[config.mk]
export PLATFORM = sky130hd
export DESIGN_NAME = burst_framer
export DESIGN_NICKNAME = d
export VERILOG_FILES = /design/src/rtl/burst_framer_pkg.sv /design/src/rtl/burst_framer_ctrl.sv /design/src/rtl/burst_framer_dp.sv /design/src/rtl/burst_framer.sv
export SDC_FILE = /design/constraint.sdc
export NUM_CORES = 1
export LEC_CHECK = 0
export ABC_AREA = 1
export CORE_MARGIN = 4
export CORE_UTILIZATION = 25
export CTS_CLUSTER_SIZE = 16
export DETAILED_ROUTE_END_ITERATION = 8
export GPL_ROUTABILITY_DRIVEN = 0
export GPL_TIMING_DRIVEN = 0
export PLACE_DENSITY_LB_ADDON = 0.3
export RECOVER_POWER = 100
export SLEW_MARGIN = 20
export SYNTH_ARGS = -nofsm -noshare
export SYNTH_HDL_FRONTEND = slang
export SYNTH_HIERARCHICAL = 1
export SYNTH_SLANG_ARGS = --single-unit
[constraint.sdc]
create_clock -name clk -period 7.5 [get_ports clk]
set_input_delay 1.5 -clock clk [delete_from_list [all_inputs] [get_ports clk]]
set_output_delay 1.5 -clock clk [all_outputs]
set_load 0.05 [all_outputs]
[src/rtl/burst_framer_pkg.sv]
package burst_framer_pkg;
  localparam int BUDGET_BITS = 256;
  localparam int ADDR_MAX    = 40;
  localparam int LEN_W       = $clog2(BUDGET_BITS + 1);
  localparam int PIDX_W      = $clog2(BUDGET_BITS);
  localparam int AIDX_W      = $clog2(ADDR_MAX);
  localparam int CFG_W       = 24;
  localparam int AW_HI       = 23;
  localparam int AW_LO       = 18;
  localparam int CRC_LONG_B  = 17;
  localparam int CRC_EN_B    = 16;

  typedef enum logic [2:0] {
    PH_IDLE, PH_PRE, PH_ADDR, PH_PAY, PH_CRC, PH_FIN
  } phase_t;

  typedef struct packed {
    logic             load;
    logic             emit;
    logic             crcUpd;
    phase_t           phase;
    logic [LEN_W-1:0] pos;
  } ctrl_strb_t;
endpackage

[src/rtl/burst_framer_ctrl.sv]
module burst_framer_ctrl
  import burst_framer_pkg::*;
(
  input  logic             clk,
  input  logic             rstN,
  input  logic [5:0]       awIn,
  input  logic             crcLong,
  input  logic             crcOn,
  input  logic [LEN_W-1:0] payLen,
  input  logic             preLong,
  input  logic             start,
  input  logic             bitEn,
  output ctrl_strb_t       strb,
  output logic             busy,
  output logic             done,
  output logic             err
);
  phase_t           state;
  logic [LEN_W-1:0] pos;
  logic [5:0]       awQ;
  logic [LEN_W-1:0] lenQ;
  logic [4:0]       crcLenQ;

  logic [4:0]       crcLenIn;
  logic [LEN_W-1:0] limit;
  logic             reqBad;
  logic             accept;
  logic             active;
  logic             emit;
  phase_t           nxtPh;
  logic [LEN_W-1:0] nxtLen;

  assign crcLenIn = crcOn ? (crcLong ? 5'd16 : 5'd8) : 5'd0;
  assign limit    = LEN_W'(BUDGET_BITS) - LEN_W'(awIn) - LEN_W'(crcLenIn);
  assign reqBad   = (awIn > 6'(ADDR_MAX)) || (payLen > limit);
  assign accept   = start && (state == PH_IDLE) && !reqBad;
  assign active   = (state == PH_PRE) || (state == PH_ADDR) ||
                    (state == PH_PAY) || (state == PH_CRC);
  assign emit     = bitEn && active;

  // Next non-empty field after the current one
  always_comb begin
    nxtPh  = PH_FIN;
    nxtLen = '0;
    if (state == PH_PRE && awQ != 6'd0) begin
      nxtPh  = PH_ADDR;
      nxtLen = LEN_W'(awQ);
    end else if ((state == PH_PRE || state == PH_ADDR) && lenQ != '0) begin
      nxtPh  = PH_PAY;
      nxtLen = lenQ;
    end else if ((state == PH_PRE || state == PH_ADDR || state == PH_PAY) &&
                 crcLenQ != 5'd0) begin
      nxtPh  = PH_CRC;
      nxtLen = LEN_W'(crcLenQ);
    end
  end

  always_ff @(posedge clk) begin
    if (!rstN) begin
      state   <= PH_IDLE;
      pos     <= '0;
      awQ     <= '0;
      lenQ    <= '0;
      crcLenQ <= '0;
      done    <= 1'b0;
      err     <= 1'b0;
    end else begin
      done <= (state == PH_FIN);
      err  <= start && (state == PH_IDLE) && reqBad;
      case (state)
        PH_IDLE: if (accept) begin
          state   <= PH_PRE;
          pos     <= preLong ? LEN_W'(7) : LEN_W'(3);
          awQ     <= awIn;
          lenQ    <= payLen;
          crcLenQ <= crcLenIn;
        end
        PH_FIN: state <= PH_IDLE;
        default: if (emit) begin
          if (pos == '0) begin
            state <= nxtPh;
            pos   <= (nxtPh == PH_FIN) ? '0 : LEN_W'(nxtLen - 1'b1);
          end else begin
            pos <= pos - 1'b1;
          end
        end
      endcase
    end
  end

  assign busy        = (state != PH_IDLE);
  assign strb.load   = accept;
  assign strb.emit   = emit;
  assign strb.crcUpd = emit && (state == PH_ADDR || state == PH_PAY);
  assign strb.phase  = state;
  assign strb.pos    = pos;

  p_err_idle_r8: assert property (@(posedge clk) disable iff (!rstN)
    err |-> !busy);
  p_done_pulse_r11: assert property (@(posedge clk) disable iff (!rstN)
    done |=> !done);
  p_done_after_busy_r11: assert property (@(posedge clk) disable iff (!rstN)
    done |-> ($past(busy) && !busy));
  p_addr_in_width_r3: assert property (@(posedge clk) disable iff (!rstN)
    (state == PH_ADDR) |-> (LEN_W'(awQ) > pos));
  p_crc_gated_r5: assert property (@(posedge clk) disable iff (!rstN)
    (state == PH_CRC) |-> (crcLenQ != 5'd0));
  p_len_in_budget_r9: assert property (@(posedge clk) disable iff (!rstN)
    busy |-> ((9'(awQ) + 9'(crcLenQ) + {1'b0, lenQ[LEN_W-2:0]}) <= 9'(BUDGET_BITS)
              || lenQ == LEN_W'(BUDGET_BITS)));
endmodule

[src/rtl/burst_framer_dp.sv]
module burst_framer_dp
  import burst_framer_pkg::*;
(
  input  logic                   clk,
  input  logic                   rstN,
  input  ctrl_strb_t             strb,
  input  logic [ADDR_MAX-1:0]    dstAddr,
  input  logic [BUDGET_BITS-1:0] payload,
  input  logic                   crcLong,
  output logic                   txBit,
  output logic                   txValid
);
  logic [ADDR_MAX-1:0]    addrQ;
  logic [BUDGET_BITS-1:0] payQ;
  logic                   wideQ;
  logic [15:0]            crcQ;
  logic                   curBit;
  logic [15:0]            crcNext;
  logic                   unusedPos;

  assign unusedPos = strb.pos[LEN_W-1];

  always_comb begin
    case (strb.phase)
      PH_PRE:  curBit = strb.pos[0];
      PH_ADDR: curBit = addrQ[strb.pos[AIDX_W-1:0]];
      PH_PAY:  curBit = payQ[strb.pos[PIDX_W-1:0]];
      PH_CRC:  curBit = wideQ ? crcQ[strb.pos[3:0]] : crcQ[strb.pos[2:0]];
      default: curBit = 1'b0;
    endcase
  end

  // Two checksum engines; the latched width picks the one in use
  for (genvar g = 0; g < 2; g++) begin : g_crc
    localparam int CW = (g == 0) ? 8 : 16;
    localparam logic [CW-1:0] POLY = (g == 0) ? CW'(8'h07) : CW'(16'h1021);
    logic [CW-1:0] cur;
    logic [CW-1:0] nxt;
    logic          fb;
    assign cur = crcQ[CW-1:0];
    assign fb  = cur[CW-1] ^ curBit;
    assign nxt = {cur[CW-2:0], 1'b0} ^ (fb ? POLY : '0);
  end

  assign crcNext = wideQ ? g_crc[1].nxt : {8'h00, g_crc[0].nxt};

  always_ff @(posedge clk) begin
    if (!rstN) begin
      addrQ   <= '0;
      payQ    <= '0;
      wideQ   <= 1'b0;
      crcQ    <= '0;
      txBit   <= 1'b0;
      txValid <= 1'b0;
    end else begin
      txValid <= strb.emit;
      if (strb.emit) txBit <= curBit;
      if (strb.load) begin
        addrQ <= dstAddr;
        payQ  <= payload;
        wideQ <= crcLong;
        crcQ  <= crcLong ? 16'hFFFF : 16'h00FF;
      end else if (strb.crcUpd) begin
        crcQ <= crcNext;
      end
    end
  end

  p_crc_hold_r6: assert property (@(posedge clk) disable iff (!rstN)
    (strb.phase == PH_CRC) |=> $stable(crcQ));
  p_narrow_crc_r6: assert property (@(posedge clk) disable iff (!rstN)
    (!wideQ && strb.phase != PH_IDLE) |-> (crcQ[15:8] == 8'h00));
endmodule

[src/rtl/burst_framer.sv]
module burst_framer
  import burst_framer_pkg::*;
(
  input  logic                   clk,
  input  logic                   rstN,
  input  logic [CFG_W-1:0]       cfgWord,
  input  logic [ADDR_MAX-1:0]    dstAddr,
  input  logic [BUDGET_BITS-1:0] payload,
  input  logic [LEN_W-1:0]       payLen,
  input  logic                   preLong,
  input  logic                   start,
  input  logic                   bitEn,
  output logic                   txBit,
  output logic                   txValid,
  output logic                   busy,
  output logic                   done,
  output logic                   err
);
  ctrl_strb_t strb;
  logic       unusedCfg;

  assign unusedCfg = ^cfgWord[CRC_EN_B-1:0];

  burst_framer_ctrl u_ctrl (
    .clk     (clk),
    .rstN    (rstN),
    .awIn    (cfgWord[AW_HI:AW_LO]),
    .crcLong (cfgWord[CRC_LONG_B]),
    .crcOn   (cfgWord[CRC_EN_B]),
    .payLen  (payLen),
    .preLong (preLong),
    .start   (start),
    .bitEn   (bitEn),
    .strb    (strb),
    .busy    (busy),
    .done    (done),
    .err     (err)
  );

  burst_framer_dp u_dp (
    .clk     (clk),
    .rstN    (rstN),
    .strb    (strb),
    .dstAddr (dstAddr),
    .payload (payload),
    .crcLong (cfgWord[CRC_LONG_B]),
    .txBit   (txBit),
    .txValid (txValid)
  );

  p_valid_needs_en_r10: assert property (@(posedge clk) disable iff (!rstN)
    txValid |-> $past(bitEn));
  p_valid_in_busy_r11: assert property (@(posedge clk) disable iff (!rstN)
    txValid |-> busy);
  p_no_err_busy_r12: assert property (@(posedge clk) disable iff (!rstN)
    $past(busy) |-> !err);
endmodule

Word-level counts from Yosys, hierarchy flattened
Cells that the tools add are included.
{ "classes": {"addsub": 4, "n_lt_le_gt_ge": 6, "n_eq_ne": 7, "muxes": 34, "bitwise": 5, "reduce_logical": 27} }
{ "op_table": {"columns": ["op", "n"], "rows": [
  ["2-to-1 mux 16 bit", 4],
  ["2-to-1 mux 9 bit", 6],
  ["2-to-1 mux 3 bit", 7],
  ["one-hot mux 9 bit (2 select lines)", 1],
  ["subtractor 9 x 1 -> 9 bit, second input constant", 2],
  ["bitwise XOR 16 bit", 1],
  ["2-to-1 mux 5 bit", 3],
  ["2-to-1 mux 13 bit", 1],
  ["equality test 3 bit, second input constant", 3],
  ["greater-than comparator 9 bit", 1],
  ["logical NOT 9 bit", 1],
  ["less-than comparator 8 x 9 -> 1 bit, second input constant", 1],
  ["nonzero test 3 bit", 3],
  ["nonzero test 9 bit", 1],
  ["subtractor 9 x 5 -> 9 bit", 1],
  ["subtractor 9 x 6 -> 9 bit, first input constant", 1],
  ["binary-select mux 1 bit (select 8 bit)", 1],
  ["logical AND 1 bit", 8],
  ["bitwise XOR 8 bit", 1],
  ["less-than comparator 6 x 7 -> 1 bit, second input constant", 1],
  ["binary-select mux 1 bit (select 6 bit)", 1],
  ["equality test 3 x 2 -> 1 bit, second input constant", 2],
  ["greater-than comparator 6 bit, second input constant", 1],
  ["2-to-1 mux 1 bit", 6],
  ["18 further kinds", 25]
]} }
{ "word_totals": {"ff_bits": 349, "inputBits": 334, "word_cells": 96} }

Depth between registers and ports, before layout
{ "depth": {"word_depth": 12, "depth_mapped": 30, "depth_no_buf": 26} }

Modules after synthesis
The synthesis kept the hierarchy.
{ "modules_own_cells": {"columns": ["mod", "n_inst", "cells_each", "area_per_inst_um2", "seq_area_each_um2"], "rows": [
  ["burst_framer_dp", 1, 2073, 14137.3, 6306.0],
  ["burst_framer_ctrl", 1, 359, 2349.8, 620.6]
]} }

Least setup slack after synthesis
OpenSTA, ideal clock, no wires.
{ "synth_timing": {"kind": "input to register", "from": "in cfgWord[17]", "to": "reg u_dp.addrQ[4]", "setup_ns": 0.132, "arrival_time_ns": 5.261, "setup_slack_ns": 2.107, "stages": 27, "path_buffers": 6, "path_cell_list": "inv_1 -> nand2_1 -> ha_1 -> inv_1 -> ha_1 -> a21oi_1 -> nand2_1 -> nand2_1 -> nand2_1 -> a21oi_1 -> nor2_1 -> inv_1 -> nand2_1 -> ha_1 -> nand2_1 -> o41ai_1 -> nand2_1 -> nor2_1 -> clkbuf_1 -> buf_4 -> clkbuf_1 -> clkbuf_1 -> inv_2 -> clkbuf_1 -> clkbuf_1 -> o21ai_0 -> a21oi_1"} }
{ "synth_via": {"elab_chain_len": 7} }
{ "synth_rtl": {"columns": ["item", "line_no", "text"], "rows": [
  ["from (decl)", "burst_framer.sv:6", "input logic [CFG_W-1:0] cfgWord,"],
  ["2-to-1 mux 5 bit (2 in series)", "burst_framer_ctrl.sv:33", "assign crcLenIn = crcOn ? (crcLong ? 5'd16 : 5'd8) : 5'd0;"],
  ["subtractor 9 x 5 -> 9 bit", "burst_framer_ctrl.sv:34", "assign limit = LEN_W'(BUDGET_BITS) - LEN_W'(awIn) - LEN_W'(crcLenIn);"],
  ["greater-than comparator 9 bit", "burst_framer_ctrl.sv:35", "assign reqBad = (awIn > 6'(ADDR_MAX)) || (payLen > limit);"],
  ["logical OR 1 bit", "burst_framer_ctrl.sv:35", null],
  ["logical NOT 1 bit", "burst_framer_ctrl.sv:36", "assign accept = start && (state == PH_IDLE) && !reqBad;"],
  ["logical AND 1 bit", "burst_framer_ctrl.sv:36", null],
  ["named net u_ctrl.accept", "burst_framer_ctrl.sv:27", "logic accept;"],
  ["to (signal assigned)", "burst_framer_dp.sv:59", "addrQ <= dstAddr;"],
  ["to (decl)", "burst_framer_dp.sv:13", "logic [ADDR_MAX-1:0] addrQ;"]
]} }
The timed path passes the listed nets, and every way through them passes these cells.
A chain may end at the register's enable or synchronous reset.

Worst setup path after layout
{ "layout_timing": {"from": "in cfgWord[17]", "to": "reg u_dp.addrQ[19]"} }
The elaborated chain is that of the path after synthesis.

==> reports/qor.csv <==
stage;metric;value;unit
outcome;outcome;completed;
critical_path;crit_start;cfgWord[17];
pwr;power.leakage;0.009053;µW
critical_path;crit_path_end_kind;flip-flop;
clock_tree;clk_latency;580;ps
critical_path;reg2reg_depth;14;
floorplanning;die_area;70120;µm²
cells_and_area;drive_above_1_share;5.455;%
sta;drv_slew;0;
sta;fmax;142.3;MHz
critical_path;reg2reg_slack;3300;ps
sta;finalSetupViolCount;0;
global_routing;grt_pass1_wl;106900;µm
critical_path;timing.rr.end;u_dp/addrQ[19]$_SDFFE_PN0P_;
pwr;ir_drop;0.0001523;V
critical_path;critPathMaxFanout;10;
sta;clock_skew;24.62;ps
yosys;ys_ff_latch;346;
sta;min_period;7029;ps
global_routing;grt_overflow_total;0;
sta;relSlewSlack;24.64;%
clock_tree;cts_setup_buffers;0;
sta;hold_viol_final;0;
cells_and_area;seqCellArea;6927;µm²
critical_path;worstPathRequired;7930;ps
floorplanning;start_util;25.44;%
floorplanning;die_x;264.8;µm
yosys;yosysWarnings;6;
clock_tree;cts-root-buf;clkbuf_16;
clock_tree;cts.sinks;346;
floorplanning;rows;93;
place;placedCellCount;3609;
place;pre_cts_slack;-784.8;ps
critical_path;endpoint;u_dp/addrQ[19]$_SDFFE_PN0P_;
cells_and_area;layout.cells.non_filler;3678;
global_routing;gr-usage-met2;32.74;%
floorplanning;die_h;264.8;µm
yosys;syn_inst;2432;
critical_path;crit_type;input pin to flip-flop;
cells_and_area;antenna_cells;0;
routing;drc;0;
global_routing;grt_use_total;20.01;%
global_routing;grt_antenna_before_repair;1;
sta;fin_tns_setup;0;ps
cells_and_area;nFillCells;7112;
cells_and_area;area.growth.synth_to_final;34.04;%
clock_tree;h-tree-depth;2;
clock_tree;clkSlewWorstSetupHoldPaths;60;ps
yosys;synth_nets;2787;
clock_tree;clock_path_buffers;3;
routing;routed_wl;73970;µm
sta;rsz0062_at_grt;no;
routing;antenna_left;0;
global_routing;grtUsageMet1;26.87;%
yosys;synth_cell_type_count;43;
cells_and_area;multi_input_area;7985;µm²
yosys;netlist_area;16490;µm²
sta;worstMarginPinSlew;1130;ps
routing;dr.pass1.iters;7;
global_routing;grt_pass1_vias;17180;
clock_tree;cts_buffers;40;
place;io_buffers;322;
global_routing;grt_start_max_net_pins;14;
global_routing;top_usage_layer;met2;
routing;viasPerCell;4.824;
routing;vias;17740;
place;dp_hpwl;55190;µm
routing;wire_per_inst;20.11;µm
global_routing;gr-usage-met3;3.406;%
yosys;ys_seq_area_share;42.01;%
critical_path;worstSetupStartpointType;input pin;
cells_and_area;final_net_count;3151;
sta;min_period_over_period;93.71;%
pwr;p_per_area;329.6;nW/µm²
critical_path;cp.arrival;7460;ps
yosys;postSynthAreaPerCell;6.779;µm²
job;maxCapViolCount;0;
critical_path;r2r_start;u_ctrl/state[0]$_SDFFE_PN0P_;
floorplanning;io_pins;339;
floorplanning;coreArea;64810;µm²
hold_path;hold_class;flip-flop to flip-flop;
routing;drt-initial-drc-count;1696;
clock_tree;cts_tree;built;
sta;worst_slack;471.5;ps
-- layer usage --
metal | routed length (µm) | share of wire [%]
met4 | 2363 | 3.2
met5 | 0 | 0
met3 | 4979 | 6.7
met1 | 32810 | 44
met2 | 33820 | 46
-- per-stage QoR --
| stage | utilization [%] | hold slack, ps | total power, µW | instance area [µm²] |
|---|---|---|---|---|
| after floorplan | - | 425.0 | 4120 | 16490 |
| after global placement | 32.06 | 436.6 | 5260 | 20780 |
| after detailed placement | 32.06 | 440.3 | 5271 | 20780 |
| after CTS | 34.09 | 450.4 | 7282 | 22100 |
| after global routing | 34.10 | 472.6 | 7703 | 22100 |
| final | 34.10 | 455.2 | 7284 | 22100 |
-- placed cells by master, fill, tap and decap left out, types with 4 or more instances in the layout --
| master | netlist | final |
|---|---|---|
| o22ai_1 | 4 | 4 |
| a221oi_1 | 4 | 4 |
| dlygate4sd3_1 | 0 | 6 |
| ha_1 | 21 | 21 |
| dfxtp_1 | 346 | 346 |
| o21ai_0 | 367 | 369 |
| inv_1 | 189 | 189 |
| o211ai_1 | 25 | 25 |
| o21ai_1 | 13 | 11 |
| nor3_1 | 7 | 7 |
| nand2_2 | 10 | 10 |
| buf_6 | 12 | 12 |
| nand3_1 | 241 | 241 |
| clkbuf_16 | 0 | 40 |
| nand2_1 | 361 | 361 |
| clkbuf_2 | 0 | 4 |
| clkinv_2 | 0 | 7 |
| clkdlybuf4s50_1 | 0 | 316 |
| a21oi_1 | 180 | 180 |
| buf_1 | 8 | 6 |
| nor2_1 | 435 | 435 |
| inv_2 | 8 | 8 |
| clkbuf_8 | 0 | 5 |
| buf_4 | 13 | 13 |
| nand4_1 | 6 | 6 |
| nor2_2 | 7 | 7 |
| clkbuf_1 | 112 | 120 |
| bufinv_16 | 0 | 4 |
| buf_2 | 27 | 26 |
-- worst min-delay path by stage --
stage / from / endpoint / slack, ps / cells after the start
after floorplan: u_dp/payQ[180]$_SDFFE_PN0P_ / u_dp/payQ[180]$_SDFFE_PN0P_ / 430 / 2
after detailed placement: u_dp/payQ[184]$_SDFFE_PN0P_ / u_dp/payQ[184]$_SDFFE_PN0P_ / 440 / 2
after CTS: u_dp/payQ[184]$_SDFFE_PN0P_ / u_dp/payQ[184]$_SDFFE_PN0P_ / 450 / 2
final: u_dp/payQ[251]$_SDFFE_PN0P_ / u_dp/payQ[251]$_SDFFE_PN0P_ / 460 / 2
after global placement: u_dp/payQ[230]$_SDFFE_PN0P_ / u_dp/payQ[230]$_SDFFE_PN0P_ / 440 / 2
after global routing: u_dp/payQ[161]$_SDFFE_PN0P_ / u_dp/payQ[161]$_SDFFE_PN0P_ / 470 / 2
-- cells in the mapped netlist, drive strengths merged --
master  number  area share (%)
nor2       445              10
o21ai      383              12
nand2      372             8.7
dfxtp      346              42
nand3      244             7.5
inv        198             4.5
a21oi      181             5.6
clkbuf     112             2.5
buf         60             2.4
o211ai      25             1.1
ha          21             1.6
nor3         7            0.21
nand4        6            0.23
o22ai        5            0.23
a221oi       4            0.21
a211oi       3            0.14
clkinv       3           0.068
o221ai       3            0.16
xor2         3            0.16
o21bai       2           0.091
xnor2        2            0.11
a21boi       1           0.046
nand2b       1           0.038
nand3b       1           0.046
o21a         1           0.046
o311a        1           0.061
o41ai        1           0.053
or2          1           0.038
-- power by group --
group / total [µW] / internal [µW] / switching (µW)
Clock: 2000 / 1170 / 822
Combinational: 2980 / 955 / 2020
Sequential: 2310 / 2150 / 164
-- kinds of logic (layout without fill, tap and decap cells) --
kind of cell,after synthesis,count (layout),synth area share (%)
flops,346,346,42.01
simple gates,1077,1077,27.10
xor+xnor,5,5,0.2657
buf+inv,373,764,9.555
fa+ha+maj,21,21,1.594
compound gates,610,610,19.47
-- repair_timing --
| action | in CTS | in global routing |
|---|---|---|
| setup endpoints to repair | 8 | 79 |
| hold buffers | 0 | 0 |
| gates resized for setup | 1 | 8 |
-- critical path, cell delays in order --
cell and delay (ps):
clkdlybuf4s50_1 500, inv_1 90, nand2_1 90, ha_1 330, inv_1 50, ha_1 160, a21oi_1 140, nand2_1 80
nand2_1 90, nand2_1 50, a21oi_1 170, nor2_1 60, inv_1 80, nand2_1 60, ha_1 290, nand2_1 80
o41ai_1 410, nand2_1 170, nor2_1 360, clkbuf_2 340, buf_4 150, clkbuf_1 360, clkbuf_2 390, inv_2 220
clkbuf_2 360, clkbuf_1 320, nor2_1 440, nor2_1 90
-- registers in the layout, indices dropped and copies added, names as in the netlist --
register / cells
u_ctrl/awQ: 6
u_ctrl/crcLenQ: 2
u_ctrl/done: 1
u_ctrl/err: 1
u_ctrl/lenQ: 9
u_ctrl/pos: 9
u_ctrl/state: 3
u_dp/addrQ: 40
u_dp/crcQ: 16
u_dp/payQ: 256
u_dp/txBit: 1
u_dp/txValid: 1
u_dp/wideQ: 1
-- area by class of cell --
type                            count  area share, %
Multi-Input combinational cell   1713          36.13
Timing Repair Buffer              322          14.58
Clock inverter                     15         0.9569
Clock buffer                       54          4.994
Inverter                          201          3.425
Sequential cell                   346          31.34
Buffer                            172          3.720
Tap cell                          855          4.841
Note: power is estimated with default switching activity, not from simulation.
